### config.mk
export PLATFORM = sky130hd
export DESIGN_NAME = win_watchdog
export DESIGN_NICKNAME = d
export VERILOG_FILES = /design/src/rtl/wdg_pkg.sv /design/src/rtl/wdg_prescaler.sv /design/src/rtl/wdg_cfg.sv /design/src/rtl/wdg_core.sv /design/src/rtl/win_watchdog.sv
export SDC_FILE = /design/constraint.sdc
export NUM_CORES = 1
export LEC_CHECK = 0
export ABC_AREA = 1
export BUFFER_PORTS_ARGS = -buffer_cell sky130_fd_sc_hd__buf_2
export CAP_MARGIN = 25
export CORE_MARGIN = 2
export CORE_UTILIZATION = 53
export DETAILED_ROUTE_END_ITERATION = 16
export PLACE_DENSITY_LB_ADDON = 0.25
export REMOVE_ABC_BUFFERS = 1
export SLEW_MARGIN = 20
export SYNTH_ARGS = -nofsm -noshare
export SYNTH_HDL_FRONTEND = slang
export SYNTH_HIERARCHICAL = 1
export SYNTH_SLANG_ARGS = --single-unit
### constraint.sdc
create_clock -name clk -period 2.55 [get_ports clk]
set_input_delay 0.3825 -clock clk [delete_from_list [all_inputs] [get_ports clk]]
set_output_delay 0.3825 -clock clk [all_outputs]
set_load 0.02 [all_outputs]
### src/rtl/wdg_pkg.sv
package wdg_pkg;
    localparam int CNT_W  = 7;
    localparam int DATA_W = 10;
    localparam int ADDR_W = 2;
    localparam int SEL_W  = 2;

    localparam logic [ADDR_W-1:0] A_CTRL = 2'd0;
    localparam logic [ADDR_W-1:0] A_CFG  = 2'd1;
    localparam logic [ADDR_W-1:0] A_STAT = 2'd2;

    localparam logic [CNT_W-1:0] CNT_INIT  = 7'h7F;
    localparam logic [CNT_W-1:0] WIN_INIT  = 7'h7F;
    localparam logic [CNT_W-1:0] CNT_FLOOR = 7'h40;

    typedef enum logic [1:0] {
        ST_IDLE  = 2'd0,
        ST_ARMED = 2'd1,
        ST_FIRE  = 2'd2
    } wdg_state_e;
endpackage

### src/rtl/wdg_prescaler.sv
module wdg_prescaler #(
    parameter int BASE  = 4096,
    parameter int SEL_W = 2
) (
    input  logic             clk,
    input  logic             rst_n,
    input  logic [SEL_W-1:0] sel,
    output logic             tick
);
    localparam int LOG_B = $clog2(BASE);
    localparam int DIV_W = LOG_B + (1 << SEL_W) - 1;

    logic [DIV_W-1:0] div_q;
    logic [DIV_W-1:0] mask;
    logic [DIV_W-1:0] one_v;

    assign one_v = {{(DIV_W-1){1'b0}}, 1'b1};
    assign mask  = (one_v << (LOG_B + int'(sel))) - one_v;
    assign tick  = ((div_q & mask) == mask);

    always_ff @(posedge clk or negedge rst_n) begin
        if (!rst_n) div_q <= '0;
        else        div_q <= div_q + one_v;
    end


    tick_spacing_chk: assert property (@(posedge clk) disable iff (!rst_n)
        (tick && (BASE > 1)) |=> !tick);
endmodule

### src/rtl/wdg_cfg.sv
module wdg_cfg
    import wdg_pkg::*;
(
    input  logic             clk,
    input  logic             rst_n,
    input  logic             cfg_wr,
    input  logic [DATA_W-1:0] cfg_data,
    input  logic             stat_wr,
    input  logic             stat_bit,
    input  logic             restore,
    input  logic             warn,
    output logic [CNT_W-1:0] window,
    output logic [SEL_W-1:0] psel,
    output logic             ewi_en,
    output logic             flag
);
    always_ff @(posedge clk or negedge rst_n) begin
        if (!rst_n) begin
            window <= WIN_INIT;
            psel   <= '0;
            ewi_en <= 1'b0;
        end else if (restore) begin
            window <= WIN_INIT;
            psel   <= '0;
            ewi_en <= 1'b0;
        end else if (cfg_wr) begin
            window <= cfg_data[CNT_W-1:0];
            psel   <= cfg_data[CNT_W+SEL_W-1:CNT_W];
            ewi_en <= cfg_data[CNT_W+SEL_W];
        end
    end

    always_ff @(posedge clk or negedge rst_n) begin
        if (!rst_n)                  flag <= 1'b0;
        else if (warn && ewi_en)     flag <= 1'b1;
        else if (stat_wr && !stat_bit) flag <= 1'b0;
    end


    flag_clear_chk: assert property (@(posedge clk) disable iff (!rst_n)
        $fell(flag) |-> $past(stat_wr && !stat_bit));


    defaults_chk: assert property (@(posedge clk) disable iff (!rst_n)
        restore |=> (window == WIN_INIT && psel == '0 && !ewi_en));
endmodule

### src/rtl/wdg_core.sv
module wdg_core
    import wdg_pkg::*;
(
    input  logic             clk,
    input  logic             rst_n,
    input  logic             tick,
    input  logic             ctrl_wr,
    input  logic [7:0]       ctrl_data,
    input  logic [CNT_W-1:0] window,
    output logic [CNT_W-1:0] cnt_q,
    output logic             active,
    output logic             rst_req,
    output logic             trigger,
    output logic             warn
);
    wdg_state_e state_q, state_d;

    logic wr_ok, arm_after, trig_early, trig_soft, trig_late, load;

    assign wr_ok      = ctrl_wr && (state_q != ST_FIRE);
    assign arm_after  = (state_q == ST_ARMED) || ctrl_data[7];
    assign trig_early = wr_ok && (state_q == ST_ARMED) && (cnt_q > window);
    assign trig_soft  = wr_ok && !trig_early && arm_after && !ctrl_data[6];
    assign trig_late  = !wr_ok && (state_q == ST_ARMED) && tick && (cnt_q == CNT_FLOOR);
    assign trigger    = trig_early || trig_soft || trig_late;
    assign load       = wr_ok && !trig_early;
    assign warn       = tick && !load && (cnt_q == CNT_FLOOR + 7'd1);

    always_ff @(posedge clk or negedge rst_n) begin
        if (!rst_n) state_q <= ST_IDLE;
        else        state_q <= state_d;
    end

    always_comb begin
        state_d = state_q;
        unique case (state_q)
            ST_IDLE: begin
                if (trigger)                     state_d = ST_FIRE;
                else if (wr_ok && ctrl_data[7])  state_d = ST_ARMED;
            end
            ST_ARMED: begin
                if (trigger) state_d = ST_FIRE;
            end
            ST_FIRE:  state_d = ST_IDLE;
            default:  state_d = ST_IDLE;
        endcase
    end

    always_comb begin
        active  = 1'b0;
        rst_req = 1'b0;
        unique case (state_q)
            ST_IDLE:  ;
            ST_ARMED: active  = 1'b1;
            ST_FIRE:  rst_req = 1'b1;
            default:  ;
        endcase
    end

    always_ff @(posedge clk or negedge rst_n) begin
        if (!rst_n)    cnt_q <= CNT_INIT;
        else if (load) cnt_q <= ctrl_data[CNT_W-1:0];
        else if (tick) cnt_q <= cnt_q - 7'd1;
    end


    rst_pulse_chk: assert property (@(posedge clk) disable iff (!rst_n)
        rst_req |=> !rst_req);


    arm_sticky_chk: assert property (@(posedge clk) disable iff (!rst_n)
        $fell(active) |-> rst_req);


    late_expiry_chk: assert property (@(posedge clk) disable iff (!rst_n)
        (active && tick && !ctrl_wr && cnt_q == CNT_FLOOR) |=> rst_req);


    count_step_chk: assert property (@(posedge clk) disable iff (!rst_n)
        (tick && !ctrl_wr) |=> (cnt_q == $past(cnt_q) - 7'd1));
endmodule

### src/rtl/win_watchdog.sv
module win_watchdog
    import wdg_pkg::*;
#(
    parameter int PRESC_BASE = 4096
) (
    input  logic              clk,
    input  logic              rst_n,
    input  logic              bus_wr,
    input  logic [1:0]        bus_addr,
    input  logic [9:0]        bus_wdata,
    output logic [9:0]        bus_rdata,
    output logic              wdg_rst_req,
    output logic              wdg_irq
);
    logic             tick, active, trigger, warn, flag, ewi_en;
    logic [CNT_W-1:0] cnt, window;
    logic [SEL_W-1:0] psel;
    logic             ctrl_wr, cfg_wr, stat_wr;

    assign ctrl_wr = bus_wr && (bus_addr == A_CTRL);
    assign cfg_wr  = bus_wr && (bus_addr == A_CFG) && !wdg_rst_req;
    assign stat_wr = bus_wr && (bus_addr == A_STAT);

    wdg_prescaler #(.BASE(PRESC_BASE), .SEL_W(SEL_W)) presc_i (
        .clk(clk), .rst_n(rst_n), .sel(psel), .tick(tick));

    wdg_core core_i (
        .clk(clk), .rst_n(rst_n), .tick(tick), .ctrl_wr(ctrl_wr),
        .ctrl_data(bus_wdata[7:0]), .window(window), .cnt_q(cnt),
        .active(active), .rst_req(wdg_rst_req), .trigger(trigger), .warn(warn));

    wdg_cfg cfg_i (
        .clk(clk), .rst_n(rst_n), .cfg_wr(cfg_wr), .cfg_data(bus_wdata),
        .stat_wr(stat_wr), .stat_bit(bus_wdata[0]), .restore(trigger),
        .warn(warn), .window(window), .psel(psel), .ewi_en(ewi_en), .flag(flag));

    assign wdg_irq = flag;

    always_comb begin
        bus_rdata = '0;
        unique case (bus_addr)
            A_CTRL:  bus_rdata = {2'b00, active, cnt};
            A_CFG:   bus_rdata = {ewi_en, psel, window};
            A_STAT:  bus_rdata = {9'd0, flag};
            default: bus_rdata = '0;
        endcase
    end
endmodule

==> results by group, run 1 <==
Status
  – Status: complete, no violations

STA
  – Worst setup margin: 335.1 ps
  – Number of setup violations in the final report: 0
  – Final Hold Viols: 0
  – Fin Hold WS: 156.2 ps
  – Unrepaired setup endpoints after global routing: false
  – Achievable Freq: 451.5 MHz
  – Max-slew headroom: 0.4957
  – Slew @ Worst Pin: 756.5 ps
  – Worst Clk Skew: 5.179 ps
  – Setup TNS: 0 ps
  – Minimum clock period: 2215 ps
  – Final worst path period share: 0.8686
  – Slew Viols, Final: 0

Yosys
  – Post-Synth XOR/XNOR Area: 0.04014
  – Post-synthesis sequential area ratio: 0.4094
  – Post-Synthesis Mean Instance Area: 7.630 sq um
  – Post-synthesis adder-cell area fraction: 0.05734
  – #FFs+latches synth: 35
  – Post-synthesis mux area share: 0
  – Ranking of synthesized cells by area: dfrtp_1 (24%), dfstp_2 (17%), nand2_1 (15%)
  – Mapped Cells: 286
  – Warnings, synthesis: 6
  – Yosys top cell area share: 0.2408
  – Distinct cells, synth: 30
  – Synth Area in Compound Gates: 0.04989
  – Post-Synth Simple-Gate Area: 0.3635
  – Netlist Area Pre-Place: 2182 sq um
  – Largest family of logic cells by synthesized area: simple AND/OR/NAND/NOR gates
  – Area leader, netlist: dfrtp_1

Die
  – Rows: 23
  – Die span in y: 68.17 um
  – Initial Util: 0.5495
  – Die area: 4646 sq um
  – Horiz. Die Dim: 68.17 um
  – Core ar.: 3971 sq um
  – # IOs: 27

Global route
  – Grt ovf: 0
  – GRT Util Overall: 0.2360
  – Via count of the first global-routing pass: 1717
  – Maximum number of pins on one net before global-route repair: 36
  – First-pass GRT wire length: 7962 um
  – Initial antenna violation count: 0

Cells and area
  – Fin util: 0.6326
  – Commonest non-fill, non-tap cell in the layout: nand2_1
  – # fillers: 360
  – Most frequent cells in the layout: nand2_1 (86), nand3_1 (41), inv_1 (31)
  – Fraction of layout cells with a size suffix above 1: 0.2407
  – Register area: 893.4 sq um
  – Ant diodes: 0
  – Layout area overhead: 15.14%
  – Final #Nets: 348
  – Fin area: 2512 sq um
  – Area taken by multi-input logic gates: 1115 sq um

Worst setup path
  – Setup crit start kind: flip-flop
  – Crit path cell chain: inv_1, ha_1, nand2_1, nor2_1, nand2_1, nand2_1, nand2_4, o211ai_1, buf_4, nor2_4, buf_4, nand2_1, nand2_1
  – Worst R2R Setup Slack: 340 ps
  – Cells on worst reg2reg path: 13
  – Endpoint class of the critical path: flip-flop
  – Critical R2R Capture: cfg_i/psel[0]$_DFFE_PN0P_
  – CP peak stage delay: 550 ps
  – FF-to-FF Start: cfg_i/window[6]$_DFFE_PN1P_
  – CP most frequent cell: nand2_1
  – CP max FO: 7
  – Worst Setup SP: cfg_i/window[6]$_DFFE_PN1P_
  – Crit path kind: reg -> reg
  – Worst Path Arrival: 2400 ps
  – Worst path required time: 2740 ps
  – Crit-path slowest cell: dfstp_2

Clock network
  – Root Driver: clkbuf_8
  – Worst-path clk slew: 70 ps
  – Clock tree buffer depth: 2
  – CTS tree: done
  – Hold_buf cts: 0
  – CTS Buf Count: 5
  – Worst skew pair latency: 290 ps
  – H-tree Lvls: 2
  – Sink Count: 35

Worst hold path
  – Worst Hold Class: in -> async

Drt
  – Drt total wl: 4810 um
  – DR WL/cell: 12.86 um
  – DRC: 0
  – Routed Antenna Nets: 0
  – Post-DR vias/cell: 5.187
  – Detailed Routing Iterations Pass 1: 4
  – DR vias: 1940
  – DRT iter0 DRCs: 95

Placement
  – Dpl ws: 186.1 ps
  – Port bufs: 26
  – Placed Area: 2370 sq um
  – GP Congestion: 0.8613
  – HPWL Detailed: 3547 um

Power and ir drop
  – VDD IR max: 0.4566 mV
  – Pwr/cell area: 738.5 nW/um^2
  – Static leakage: 1.304 nW

Run
  – Max_cap viols: 0
logic make-up after synthesis:
| family | after synthesis |
|---|---|
| simple gates | 172 |
| buf+inv | 41 |
| flops | 35 |
| compound gates | 18 |
| xor+xnor | 10 |
| fa+ha+maj | 10 |
routing by layer:
layer	vias to the layer above	track usage	part of all wire	wire (um)
met5	-	0	0	0
met4	0	0.07000	0.012	57
met3	6	0.05263	0.049	234
met2	32	0.3471	0.44	2098
met1	906	0.3475	0.50	2419
li1	996	-	-	-
cell usage after synthesis:
cell and n:
dfrtp_1 21, nand2_4 2, buf_6 2, ha_1 10
nand3_1 41, nand3_2 2, o211ai_1 1, xnor2_1 5
inv_2 6, o21bai_1 1, nor3_1 4, buf_2 1
nand2_2 1, nor2_4 2, buf_4 1, o21ai_1 3
nor3_2 1, o31ai_1 1, nand4_1 7, nor2_2 6
or2_2 1, a21oi_1 10, xor2_1 5, a21oi_4 1
o21ai_0 1, or2_1 2, dfstp_2 14, nand2_1 86
inv_1 31, nor2_1 17
worst max-delay path: cells and delay by family (launching register included):
kind                       cells  cell delay (ps)
and+or+nand+nor                8              770
DFF                            1              550
buffers and inverters          3              390
adders and majority gates      1              280
AOI/OAI and AO/OA              1              110
stage by stage:
step	cells	total power, mW
after global routing	374	2.003
after global placement	362	1.341
after detailed placement	362	1.361
final	374	1.855
after floorplan	282	1.194
after CTS	370	1.855
sequential cells by signal, indices dropped and copies added, names as in the netlist:
signal and cells:
presc_i/div_q 15, cfg_i/window 7, core_i/cnt_q 7, cfg_i/psel 2, core_i/state_q 2, cfg_i/ewi_en 1
cfg_i/flag 1
report_power, final:
part           internal, mW  switching, mW  leakage [nW]
Clock                 0.291          0.201        0.0581
Combinational         0.220          0.339         0.825
Sequential            0.702          0.103         0.421
Total                  1.21          0.643          1.30
cell type report:
type                            instances  share of cell area
Multi-Input combinational cell        210              0.4437
Sequential cell                        35              0.3556
Clock buffer                            5             0.02739
Tap cell                               50             0.02490
Inverter                               37             0.05528
Timing Repair Buffer                   34             0.07570
Clock inverter                          3             0.01743
worst max-delay path by stage:
stage	to	slack, ps
2_1_floorplan	cfg_i/psel[0]$_DFFE_PN0P_	350
3_3_place_gp	cfg_i/window[0]$_DFFE_PN1P_	280
3_5_place_dp	cfg_i/psel[0]$_DFFE_PN0P_	190
4_1_cts	cfg_i/window[4]$_DFFE_PN1P_	160
5_1_grt	cfg_i/flag$_DFFE_PN0P_	110
6_report	cfg_i/psel[0]$_DFFE_PN0P_	340
timing repair:
item / CTS / global route
setup endpoints to repair: 0 / 10
resized for setup: 0 / 0
setup buffers: 0 / 4
Note: power is estimated with default switching activity, not from simulation.
==> run 2: changes to the inputs <==
- CORE_MARGIN: 2 -> not set
- CTS_BUF_LIST: not set -> sky130_fd_sc_hd__clkbuf_16
==> run 2 against run 1 <==
Design area grew 0.45%. Fmax fell by 0.48%. Wire length is 0.91% lower. Global-route usage rose by 2.4 points. Die area decreased by 5.8%. First-iteration DRC count is 16% lower. Sequential cell count is the same. Worst setup slack lost 11 ps. Critical path depth down 2. Non-clock buffer count decreased by 2. Combinational power is 0.9% lower. Utilization is 3.2 points higher.
==> results by group, run 2 (synthesis results as in run 1) <==
Status
  – Status: complete, no violations (unchanged)

Placement
  – Placed Area: 2367 sq um (was 2370 sq um)
  – GP Congestion: 0.9205 (was 0.8613)
  – HPWL Detailed: 3397 um (was 3547 um)
  – Port bufs: 26 (unchanged)

Cells and area
  – Ant diodes: 0 (unchanged)
  – Commonest non-fill, non-tap cell in the layout: nand2_1 (unchanged)
  – Most flops, register: presc_i/div_q (unchanged)
  – Fraction of layout cells with a size suffix above 1: 0.2329 (was 0.2407)
  – Fin area: 2524 sq um (was 2512 sq um)
  – Top Registers: presc_i/div_q x15, cfg_i/window x7, core_i/cnt_q x7 (unchanged)
  – Layout area overhead: 15.65% (was 15.14%)
  – Final #Nets: 346 (was 348)
  – Max reg flops: 15 (unchanged)
  – Most frequent cells in the layout: nand2_1 (86), nand3_1 (41), inv_1 (32) (was nand2_1 (86), nand3_1 (41), inv_1 (31))
  – # fillers: 329 (was 360)

Power and ir drop
  – Clk network pwr share: 0.297 (was 0.265)
  – Pwr/cell area: 764.0 nW/um^2 (was 738.5 nW/um^2)
  – Sw Ratio: 0.3395 (was 0.3463)
  – VDD IR max: 0.6501 mV (was 0.4566 mV)
  – Pint: 1.274 mW (was 1.213 mW)
  – Power share of the combinational group: 0.287 (was 0.301)
  – Flop pwr share: 0.416 (was 0.434)
  – Sw power: 0.6545 mW (was 0.6426 mW)
  – Static leakage: 1.308 nW (was 1.304 nW)

Worst setup path
  – Worst Path Arrival: 2450 ps (was 2400 ps)
  – Critical R2R Capture: cfg_i/window[3]$_DFFE_PN1P_ (was cfg_i/psel[0]$_DFFE_PN0P_)
  – CP max FO: 10 (was 7)
  – Endpoint class of the critical path: flip-flop (unchanged)
  – Worst Setup SP: cfg_i/window[6]$_DFFE_PN1P_ (unchanged)
  – Worst path required time: 2770 ps (was 2740 ps)
  – Worst R2R Setup Slack: 320 ps (was 340 ps)
  – Setup crit start kind: flip-flop (unchanged)
  – Cells on worst reg2reg path: 11 (was 13)
  – FF-to-FF Start: cfg_i/window[6]$_DFFE_PN1P_ (unchanged)
  – Crit path kind: reg -> reg (unchanged)

Drt
  – DR vias: 1945 (was 1940)
  – Detailed Routing Iterations Pass 1: 4 (unchanged)
  – Drt total wl: 4766 um (was 4810 um)
  – DRT iter0 DRCs: 80 (was 95)
  – Post-DR vias/cell: 5.257 (was 5.187)
  – DRC: 0 (unchanged)
  – Routed Antenna Nets: 0 (unchanged)
  – DR WL/cell: 12.88 um (was 12.86 um)

Global route
  – Initial antenna violation count: 0 (unchanged)
  – First-pass GRT wire length: 8259 um (was 7962 um)
  – GRT Util Overall: 0.2597 (was 0.2360)
  – Grt ovf: 0 (unchanged)
  – Via count of the first global-routing pass: 1810 (was 1717)
  – Maximum number of pins on one net before global-route repair: 36 (unchanged)

Worst hold path
  – Worst Hold Class: in -> async (unchanged)

STA
  – Final worst path period share: 0.8727 (was 0.8686)
  – Setup TNS: 0 ps (unchanged)
  – Minimum clock period: 2225 ps (was 2215 ps)
  – Worst Clk Skew: 4.879 ps (was 5.179 ps)
  – Achievable Freq: 449.4 MHz (was 451.5 MHz)
  – Max-slew headroom: 0.5165 (was 0.4957)
  – Unrepaired setup endpoints after global routing: false (unchanged)
  – Slew Viols, Final: 0 (unchanged)
  – Number of setup violations in the final report: 0 (unchanged)
  – Final Hold Viols: 0 (unchanged)
  – Slew @ Worst Pin: 725.3 ps (was 756.5 ps)

Clock network
  – Clock tree buffer depth: 2 (unchanged)
  – Worst-path clk slew: 50 ps (was 70 ps)
  – H-tree Lvls: 2 (unchanged)
  – CTS tree: done (unchanged)
  – CTS Buf Count: 5 (unchanged)
  – Sink Count: 35 (unchanged)
  – Hold_buf cts: 0 (unchanged)
  – Root Driver: clkbuf_16 (was clkbuf_8)
  – Worst skew pair latency: 280 ps (was 290 ps)

Die
  – Die span in y: 66.17 um (was 68.17 um)
  – # IOs: 27 (unchanged)
  – Rows: 22 (was 23)
  – Initial Util: 0.5744 (was 0.5495)
  – Horiz. Die Dim: 66.17 um (was 68.17 um)
  – Core ar.: 3799 sq um (was 3971 sq um)
  – Die area: 4378 sq um (was 4646 sq um)

Run
  – Max_cap viols: 0 (unchanged)
run 2: cell types whose count changed in the layout (fill, tap and decap cells not counted), sizes merged:
cell	before	now
bufinv	1	0
inv	37	38
clkinv	2	1
clkinvlp	0	1
buf	34	32
run 2: cell type report:
type	instances	area, sq um	share of cell area
Clock inverter	3	16.27	0.006445
Multi-Input combinational cell	210	1115	0.4417
Timing Repair Buffer	32	175.2	0.06941
Clock buffer	5	125.1	0.04958
Tap cell	48	60.06	0.02380
Sequential cell	35	893.4	0.3540
Inverter	37	138.9	0.05503
run 2: per-layer routing:
layer  wire length, um  GRT usage  part of all wire
met5                 0          0                 0
met1              2306     0.3593              0.48
met3               319    0.07069             0.067
met4                83    0.09043             0.017
met2              2056     0.3903              0.43
run 2: critical path, cell delays in order, from the launching register on:
cell and delay [ps]:
dfstp_2 540, inv_1 40, ha_1 290, nand2_1 70
nor2_1 250, a21oi_4 100, nand2_4 130, o211ai_1 110
buf_4 180, nor2_4 270, nand2_1 100, nand2_1 80
run 2: what timing repair did:
item,CTS,global route
hold endpoints to repair,0,0
gates resized for setup,0,0
setup buffers,0,2
endpoints found under the setup margin,0,5
run 2: stage by stage:
step           hold WS [ps]  utilization  setup WS (ps)  instances  total power, mW
3_5_place_dp          466.6       0.6232          235.4        360            1.349
6_report              157.3       0.6644          324.6        370            1.928
2_1_floorplan         86.91            -          354.8        282            1.194
3_3_place_gp          459.2       0.6232          295.5        360            1.340
5_1_grt               229.8       0.6644          193.3        370            2.071
4_1_cts               189.9       0.6604          208.4        368            1.936
run 2: worst max path at each step:
stage / endpoint / cells after the start / slack (ps)
final: cfg_i/window[3]$_DFFE_PN1P_ / 11 / 320
after CTS: cfg_i/window[3]$_DFFE_PN1P_ / 10 / 210
after floorplan: cfg_i/psel[0]$_DFFE_PN0P_ / 12 / 350
after detailed placement: cfg_i/window[3]$_DFFE_PN1P_ / 10 / 240
after global placement: cfg_i/window[5]$_DFFE_PN1P_ / 10 / 300
after global routing: cfg_i/window[3]$_DFFE_PN1P_ / 11 / 190
run 2: power groups by stage:
stage | registers [mW] | logic (mW) | clock network (mW)
3_3_place_gp | 0.806 | 0.534 | 0
2_1_floorplan | 0.780 | 0.414 | 0
6_report | 0.801 | 0.554 | 0.573
3_5_place_dp | 0.807 | 0.542 | 0
4_1_cts | 0.800 | 0.549 | 0.587
5_1_grt | 0.817 | 0.642 | 0.612
